<file path="src/rtl/lane_pkg.sv">
`timescale 1ns/1ps
package lane_pkg;

    localparam int unsigned BYTE_W = 8;

    typedef logic [BYTE_W-1:0] byte_t;

    // Host operation kind, encoded as {write, wide}
    typedef enum logic [1:0] {
        OP_RD_BYTE = 2'b00,
        OP_RD_WORD = 2'b01,
        OP_WR_BYTE = 2'b10,
        OP_WR_WORD = 2'b11
    } host_op_e;

    // Bus lane that carries stream position 'pos' (also the lane of a
    // single-byte access at byte address 'pos').
    function automatic int unsigned stream_lane(input logic low_first,
                                                 input int unsigned pos,
                                                 input int unsigned lanes);
        return low_first ? pos : (lanes - 1 - pos);
    endfunction

    function automatic int unsigned idx_width(input int unsigned lanes);
        return (lanes > 1) ? $clog2(lanes) : 1;
    endfunction

    function automatic bit op_is_write(input host_op_e op);
        return (op == OP_WR_BYTE) || (op == OP_WR_WORD);
    endfunction

    function automatic bit op_is_wide(input host_op_e op);
        return (op == OP_RD_WORD) || (op == OP_WR_WORD);
    endfunction

endpackage

</file>
<file path="src/rtl/lane_order_map.sv">
`timescale 1ns/1ps
module lane_order_map
    import lane_pkg::*;
#(
    parameter int unsigned LANES = 2,
    parameter int unsigned IDX_W = 1
) (
    input  logic                         low_first,
    input  logic [IDX_W-1:0]             byte_addr,
    output logic [LANES-1:0][IDX_W-1:0]  pos_lane,
    output logic [IDX_W-1:0]             single_lane
);

    // One lane index per position in the byte stream
    for (genvar g = 0; g < LANES; g++) begin : g_pos
        assign pos_lane[g] = IDX_W'(stream_lane(low_first, g, LANES));
    end

    // A single-byte access follows the same lane order as the stream
    assign single_lane = IDX_W'(stream_lane(low_first, int'(byte_addr), LANES));

endmodule

</file>
<file path="src/rtl/byte_splitter.sv">
`timescale 1ns/1ps
module byte_splitter
    import lane_pkg::*;
#(
    parameter int unsigned LANES = 2,
    parameter int unsigned IDX_W = 1
) (
    input  logic                         clk,
    input  logic                         rst,
    input  logic                         start,
    input  logic                         wide,
    input  logic [IDX_W-1:0]             single_lane,
    input  logic [LANES-1:0][IDX_W-1:0]  pos_lane,
    input  logic [LANES*BYTE_W-1:0]      wdata,
    output logic                         tx_valid,
    input  logic                         tx_ready,
    output byte_t                        tx_data,
    output logic                         busy
);

    localparam int unsigned CNT_W = $clog2(LANES + 1);

    byte_t [LANES-1:0] lane_b;
    byte_t [LANES-1:0] slot_d;
    byte_t [LANES-1:0] slot_q;
    logic  [CNT_W-1:0] left_q;
    logic  [IDX_W-1:0] rd_q;
    logic              beat;

    for (genvar g = 0; g < LANES; g++) begin : g_lane
        assign lane_b[g] = wdata[g*BYTE_W +: BYTE_W];
    end

    // Reorder the host word into stream order at acceptance
    always_comb begin
        for (int k = 0; k < LANES; k++) begin
            if (wide) begin
                slot_d[k] = lane_b[pos_lane[k]];
            end else if (k == 0) begin
                slot_d[k] = lane_b[single_lane];
            end else begin
                slot_d[k] = '0;
            end
        end
    end

    assign tx_valid = (left_q != '0);
    assign tx_data  = slot_q[rd_q];
    assign beat     = tx_valid && tx_ready;
    assign busy     = tx_valid;

    always_ff @(posedge clk) begin
        if (rst) begin
            slot_q <= '0;
            left_q <= '0;
            rd_q   <= '0;
        end else if (start) begin
            slot_q <= slot_d;
            left_q <= wide ? CNT_W'(LANES) : CNT_W'(1);
            rd_q   <= '0;
        end else if (beat) begin
            left_q <= left_q - CNT_W'(1);
            rd_q   <= rd_q + IDX_W'(1);
        end
    end

endmodule

</file>
<file path="src/rtl/byte_packer.sv">
`timescale 1ns/1ps
module byte_packer
    import lane_pkg::*;
#(
    parameter int unsigned LANES = 2,
    parameter int unsigned IDX_W = 1
) (
    input  logic                         clk,
    input  logic                         rst,
    input  logic                         start,
    input  logic                         wide,
    input  logic [IDX_W-1:0]             single_lane,
    input  logic [LANES-1:0][IDX_W-1:0]  pos_lane,
    input  logic                         rx_valid,
    output logic                         rx_ready,
    input  byte_t                        rx_data,
    output logic [LANES*BYTE_W-1:0]      word,
    output logic                         done,
    output logic                         busy
);

    localparam int unsigned CNT_W = $clog2(LANES + 1);

    byte_t [LANES-1:0] word_q;
    logic  [CNT_W-1:0] left_q;
    logic  [IDX_W-1:0] wr_q;
    logic  [IDX_W-1:0] single_q;
    logic              wide_q;
    logic              done_q;
    logic  [IDX_W-1:0] target;
    logic              beat;

    assign rx_ready = (left_q != '0);
    assign beat     = rx_valid && rx_ready;
    assign target   = wide_q ? pos_lane[wr_q] : single_q;
    assign busy     = rx_ready;
    assign done     = done_q;

    for (genvar g = 0; g < LANES; g++) begin : g_word
        assign word[g*BYTE_W +: BYTE_W] = word_q[g];
    end

    always_ff @(posedge clk) begin
        if (rst) begin
            word_q   <= '0;
            left_q   <= '0;
            wr_q     <= '0;
            single_q <= '0;
            wide_q   <= 1'b0;
            done_q   <= 1'b0;
        end else begin
            done_q <= 1'b0;
            if (start) begin
                word_q   <= '0;
                left_q   <= wide ? CNT_W'(LANES) : CNT_W'(1);
                wr_q     <= '0;
                single_q <= single_lane;
                wide_q   <= wide;
            end else if (beat) begin
                word_q[target] <= rx_data;
                left_q         <= left_q - CNT_W'(1);
                wr_q           <= wr_q + IDX_W'(1);
                done_q         <= (left_q == CNT_W'(1));
            end
        end
    end

endmodule

</file>
<file path="src/rtl/bus_lane_steer.sv">
`timescale 1ns/1ps
module bus_lane_steer
    import lane_pkg::*;
#(
    parameter  int unsigned DATA_W = 16,
    localparam int unsigned LANES  = DATA_W / BYTE_W,
    localparam int unsigned IDX_W  = idx_width(LANES)
) (
    input  logic              clk,
    input  logic              rst,
    input  logic              order_sel,
    input  logic              host_req_valid,
    output logic              host_req_ready,
    input  logic              host_req_write,
    input  logic              host_req_wide,
    input  logic [IDX_W-1:0]  host_req_addr,
    input  logic [DATA_W-1:0] host_wdata,
    output logic              host_rsp_valid,
    output logic [DATA_W-1:0] host_rdata,
    output logic              tx_valid,
    input  logic              tx_ready,
    output logic [BYTE_W-1:0] tx_data,
    input  logic              rx_valid,
    output logic              rx_ready,
    input  logic [BYTE_W-1:0] rx_data
);

    logic                         low_first_q;
    logic [LANES-1:0][IDX_W-1:0]  pos_lane;
    logic [IDX_W-1:0]             single_lane;
    host_op_e                     op;
    logic                         accept;
    logic                         start_tx;
    logic                         start_rx;
    logic                         tx_busy;
    logic                         rx_busy;

    // Strap captured only while reset is held
    always_ff @(posedge clk) begin
        if (rst) begin
            low_first_q <= order_sel;
        end
    end

    assign op             = host_op_e'({host_req_write, host_req_wide});
    assign host_req_ready = !tx_busy && !rx_busy;
    assign accept         = host_req_valid && host_req_ready;
    assign start_tx       = accept && op_is_write(op);
    assign start_rx       = accept && !op_is_write(op);

    lane_order_map #(
        .LANES (LANES),
        .IDX_W (IDX_W)
    ) map_i (
        .low_first   (low_first_q),
        .byte_addr   (host_req_addr),
        .pos_lane    (pos_lane),
        .single_lane (single_lane)
    );

    byte_splitter #(
        .LANES (LANES),
        .IDX_W (IDX_W)
    ) split_i (
        .clk         (clk),
        .rst         (rst),
        .start       (start_tx),
        .wide        (op_is_wide(op)),
        .single_lane (single_lane),
        .pos_lane    (pos_lane),
        .wdata       (host_wdata),
        .tx_valid    (tx_valid),
        .tx_ready    (tx_ready),
        .tx_data     (tx_data),
        .busy        (tx_busy)
    );

    byte_packer #(
        .LANES (LANES),
        .IDX_W (IDX_W)
    ) pack_i (
        .clk         (clk),
        .rst         (rst),
        .start       (start_rx),
        .wide        (op_is_wide(op)),
        .single_lane (single_lane),
        .pos_lane    (pos_lane),
        .rx_valid    (rx_valid),
        .rx_ready    (rx_ready),
        .rx_data     (rx_data),
        .word        (host_rdata),
        .done        (host_rsp_valid),
        .busy        (rx_busy)
    );

endmodule

</file>
<file path="config.mk">
export PLATFORM = sky130hd
export DESIGN_NAME = bus_lane_steer
export DESIGN_NICKNAME = d
export VERILOG_FILES = /design/src/rtl/lane_pkg.sv /design/src/rtl/lane_order_map.sv /design/src/rtl/byte_splitter.sv /design/src/rtl/byte_packer.sv /design/src/rtl/bus_lane_steer.sv
export SDC_FILE = /design/constraint.sdc
export NUM_CORES = 1
export LEC_CHECK = 0
export CAP_MARGIN = 20
export CORE_MARGIN = 1
export CORE_UTILIZATION = 56
export DETAILED_ROUTE_END_ITERATION = 8
export DONT_BUFFER_PORTS = 1
export GPL_TIMING_DRIVEN = 0
export HOLD_SLACK_MARGIN = 0.15
export PLACE_DENSITY_LB_ADDON = 0.12
export SLEW_MARGIN = 10
export SYNTH_ARGS = -nofsm -noshare
export SYNTH_HDL_FRONTEND = slang
export SYNTH_HIERARCHICAL = 1
export SYNTH_SLANG_ARGS = --single-unit
</file>
<file path="constraint.sdc">
create_clock -name clk -period 1.8 [get_ports clk]
set_clock_uncertainty 0.05 [all_clocks]
set_input_delay 0.54 -clock clk [delete_from_list [all_inputs] [get_ports clk]]
set_output_delay 0.54 -clock clk [all_outputs]
set_load 0.02 [all_outputs]
</file>
==> impl_metrics.tcl <==
set metrics [dict create \
    status "finished, final reports clean" \
    holdPathEnd "pack_i/left_q[1]" \
    synth_top_area_share 0.423 \
    die_area_sq_um 3700 \
    synthToLayoutAreaGrowth_pct 15.6 \
    clk-insertion-delay-late_ps 340 \
    hp-start "rst" \
    reg2reg_from "split_i/left_q[0]" \
    finalHoldWorstSlack_ps 188 \
    end_kind "output pin" \
    slowest_stage "dfxtp_4" \
    synthTopCellsByCount "41 x dfxtp_1, 36 x nand2_1, 34 x mux2i_1" \
    synth_cell_type_count 31 \
    rsz0062_at_grt "yes" \
    cts-htree-levels 2 \
    netlist_area_sq_um 1940 \
    fmax_ghz 0.564 \
    fin_ws_ps 27.1 \
    nNetsFinal 253 \
    overflow 0 \
    reg2reg_depth 7 \
    slew_headroom 0.557 \
    port_buffers 0 \
    placed_cell_area_sq_um 2010 \
    io_pins 61 \
    synth_top_cell_by_area "dfxtp_1" \
    netlist_top_cells_area "dfxtp_1 42%, mux2i_1 18%, nand2_1 7.0%" \
    max_stage_delay_ps 380 \
    yosysMostFrequentCell "dfxtp_1" \
    firstDrtPassIters 4 \
    viasPerCell 5.56 \
    grt_pass1_vias 1419 \
    r2r_slack_ps 120 \
    fp.dieH_um 60.9 \
    vias 1467 \
    leakage_nw 0.900 \
    antenna_found_initial 0 \
    synth_ff_type "dfxtp_1" \
    crit_fanout 4 \
    place_ws_ps -307 \
    cts_buffers 5 \
    cellPowerDensity_nw_per_um2 1480 \
    hold_viol_final 0 \
    slew_violations 0 \
    criticalPathCategory "reg2out" \
    synthesis.nets 238 \
    diodes 0 \
    syn_inst 202 \
    finalWirelength_um 4240 \
    fin_crit_ps 1770 \
    grt_pass1_wl_um 6300 \
    startpoint_type "flip-flop" \
    clkTransAtPathRegs_ps 120 \
    avgSynthCellArea_sq_um 9.60 \
    core_area_sq_um 3340 \
    fin_crit_sh 0.985 \
    dp_hpwl_um 2900 \
    drc 0 \
    initial_utilization 0.581 \
    whs_path_depth 1 \
    clock_path_buffers 2 \
    grt_max_degree 13 \
    crit_required_ps 1210 \
    drive_gt1_frac 0.234 \
    ir_drop_mv 0.741 \
    fp-row-count 21 \
    ys_async_sr_fraction 0 \
    cap_violations 0 \
    ys_seq_area_frac 0.439 \
    fin_area_sq_um 2240 \
    ys_ff_latch 42 \
    synth-edff-count 1 \
    cp_cell_sequence "buf_6, mux2_4" \
    cts.sinks 42 \
    ys_warn_count 6 \
    tightest_slew_ps 664 \
    routedWlPerCell_um 16.1 \
    antenna_left 0 \
    worstReg2RegEnd "split_i/slot_q[8]" \
    setup_viol 0 \
    worstPathArrival_ps 1180 \
    place.gp.congestion 0.687 \
    hold_class "in2reg" \
    root_buffer "clkbuf_4" \
    die_w_um 60.9 \
    first_iter_violations 81 \
    cts_tree "done" \
    grt_use_total 0.235 \
]
[critical path, delay by kind of cell, from the launching register on]
kind | cells | cell delay [ps]
DFF | 1 | 380
buffers and inverters | 1 | 130
muxes | 1 | 340
[cell usage in the layout, fill, tap and decap left out, drive strengths merged]
cell and count:
a2111oi 1, a211oi 8, a21oi 4, a31oi 2, and3 1, and4bb 1, buf 14, clkbuf 14
clkinv 1, dfxtp 41, edfxtp 1, ha 3, inv 9, mux2 8, mux2i 35, nand2 36
nand2b 1, nand3b 1, nor2 14, nor2b 2, nor3 2, nor4b 2, o211ai 1, o21a 1
o21ai 8, or2 1, or3 1, xnor2 5
[cell type report]
cell class / count / area (sq um)
clock inverter: 1 / 5.00
fill: 281 / 1090
timing repair buffer: 10 / 82.6
clock buffer: 7 / 55.1
sequential: 42 / 857
inverter: 9 / 38.8
multi-input combinational: 138 / 1080
tap: 46 / 57.6
buffer: 11 / 67.6
[per-layer routing]
metal | global-route usage | up-vias | routed length (um)
li1 | - | 717 | -
met1 | 0.262 | 685 | 1730
met2 | 0.414 | 54 | 2130
met3 | 0.0682 | 11 | 298
met4 | 0.107 | 0 | 88
met5 | 0 | - | 0
[through the flow]
step	util	instances	TNS (ps)	total power, mW
finish	0.672	264	0	3.32
global route	0.672	264	-27.0	3.49
CTS	0.655	262	-161	3.20
detailed placement	0.602	248	-9500	2.47
global placement	0.602	248	-7280	2.42
floorplan	-	202	0	2.27
[how the worst max path moves through the flow]
stage | from | end | slack (ps) | depth (start not counted)
2_1_floorplan | pack_i/left_q[0] | split_i/slot_q[10] | 10 | 8
3_3_place_gp | pack_i/left_q[0] | pack_i/word[12] | -240 | 8
3_5_place_dp | pack_i/left_q[0] | split_i/slot_q[13] | -310 | 8
4_1_cts | split_i/rd_q | tx_data[6] | -40 | 2
5_1_grt | split_i/rd_q | tx_data[7] | -5 | 2
6_report | split_i/rd_q | tx_data[3] | 30 | 2
[where the power goes]
part,total (mW),switching [mW],internal (mW)
Sequential,1.29,0.170,1.12
Clock,0.477,0.287,0.190
Combinational,1.55,0.840,0.708
Total,3.32,1.30,2.02
[cells by family after synthesis]
logic type,count (synthesis),share of synthesized area
AND/OR/NAND/NOR,62,0.144
multiplexers,43,0.234
flip-flops,42,0.439
AO/OA/AOI/OAI,25,0.0936
buffers and inverters,22,0.0484
XOR/XNOR,5,0.0226
adder cells (fa/ha/maj),3,0.0194
[flip-flops by register name, indices dropped and copies added, names as in the netlist]
register,cells
split_i/slot_q,16
pack_i/word,16
split_i/left_q,2
split_i/rd_q,1
pack_i/single_q,1
pack_i/wr_q,1
low_first_q,1
pack_i/left_q,2
pack_i/done,1
pack_i/wide_q,1
[timing repair]
action	4_1_cts	5_1_grt
hold buffers	0	0
buffers inserted	8	2
resized for setup	22	17
setup endpoints to repair	47	36
pin swaps	4	2
endpoints found under the hold margin	0	0
No activity file was read; power rests on OpenSTA's default activity.
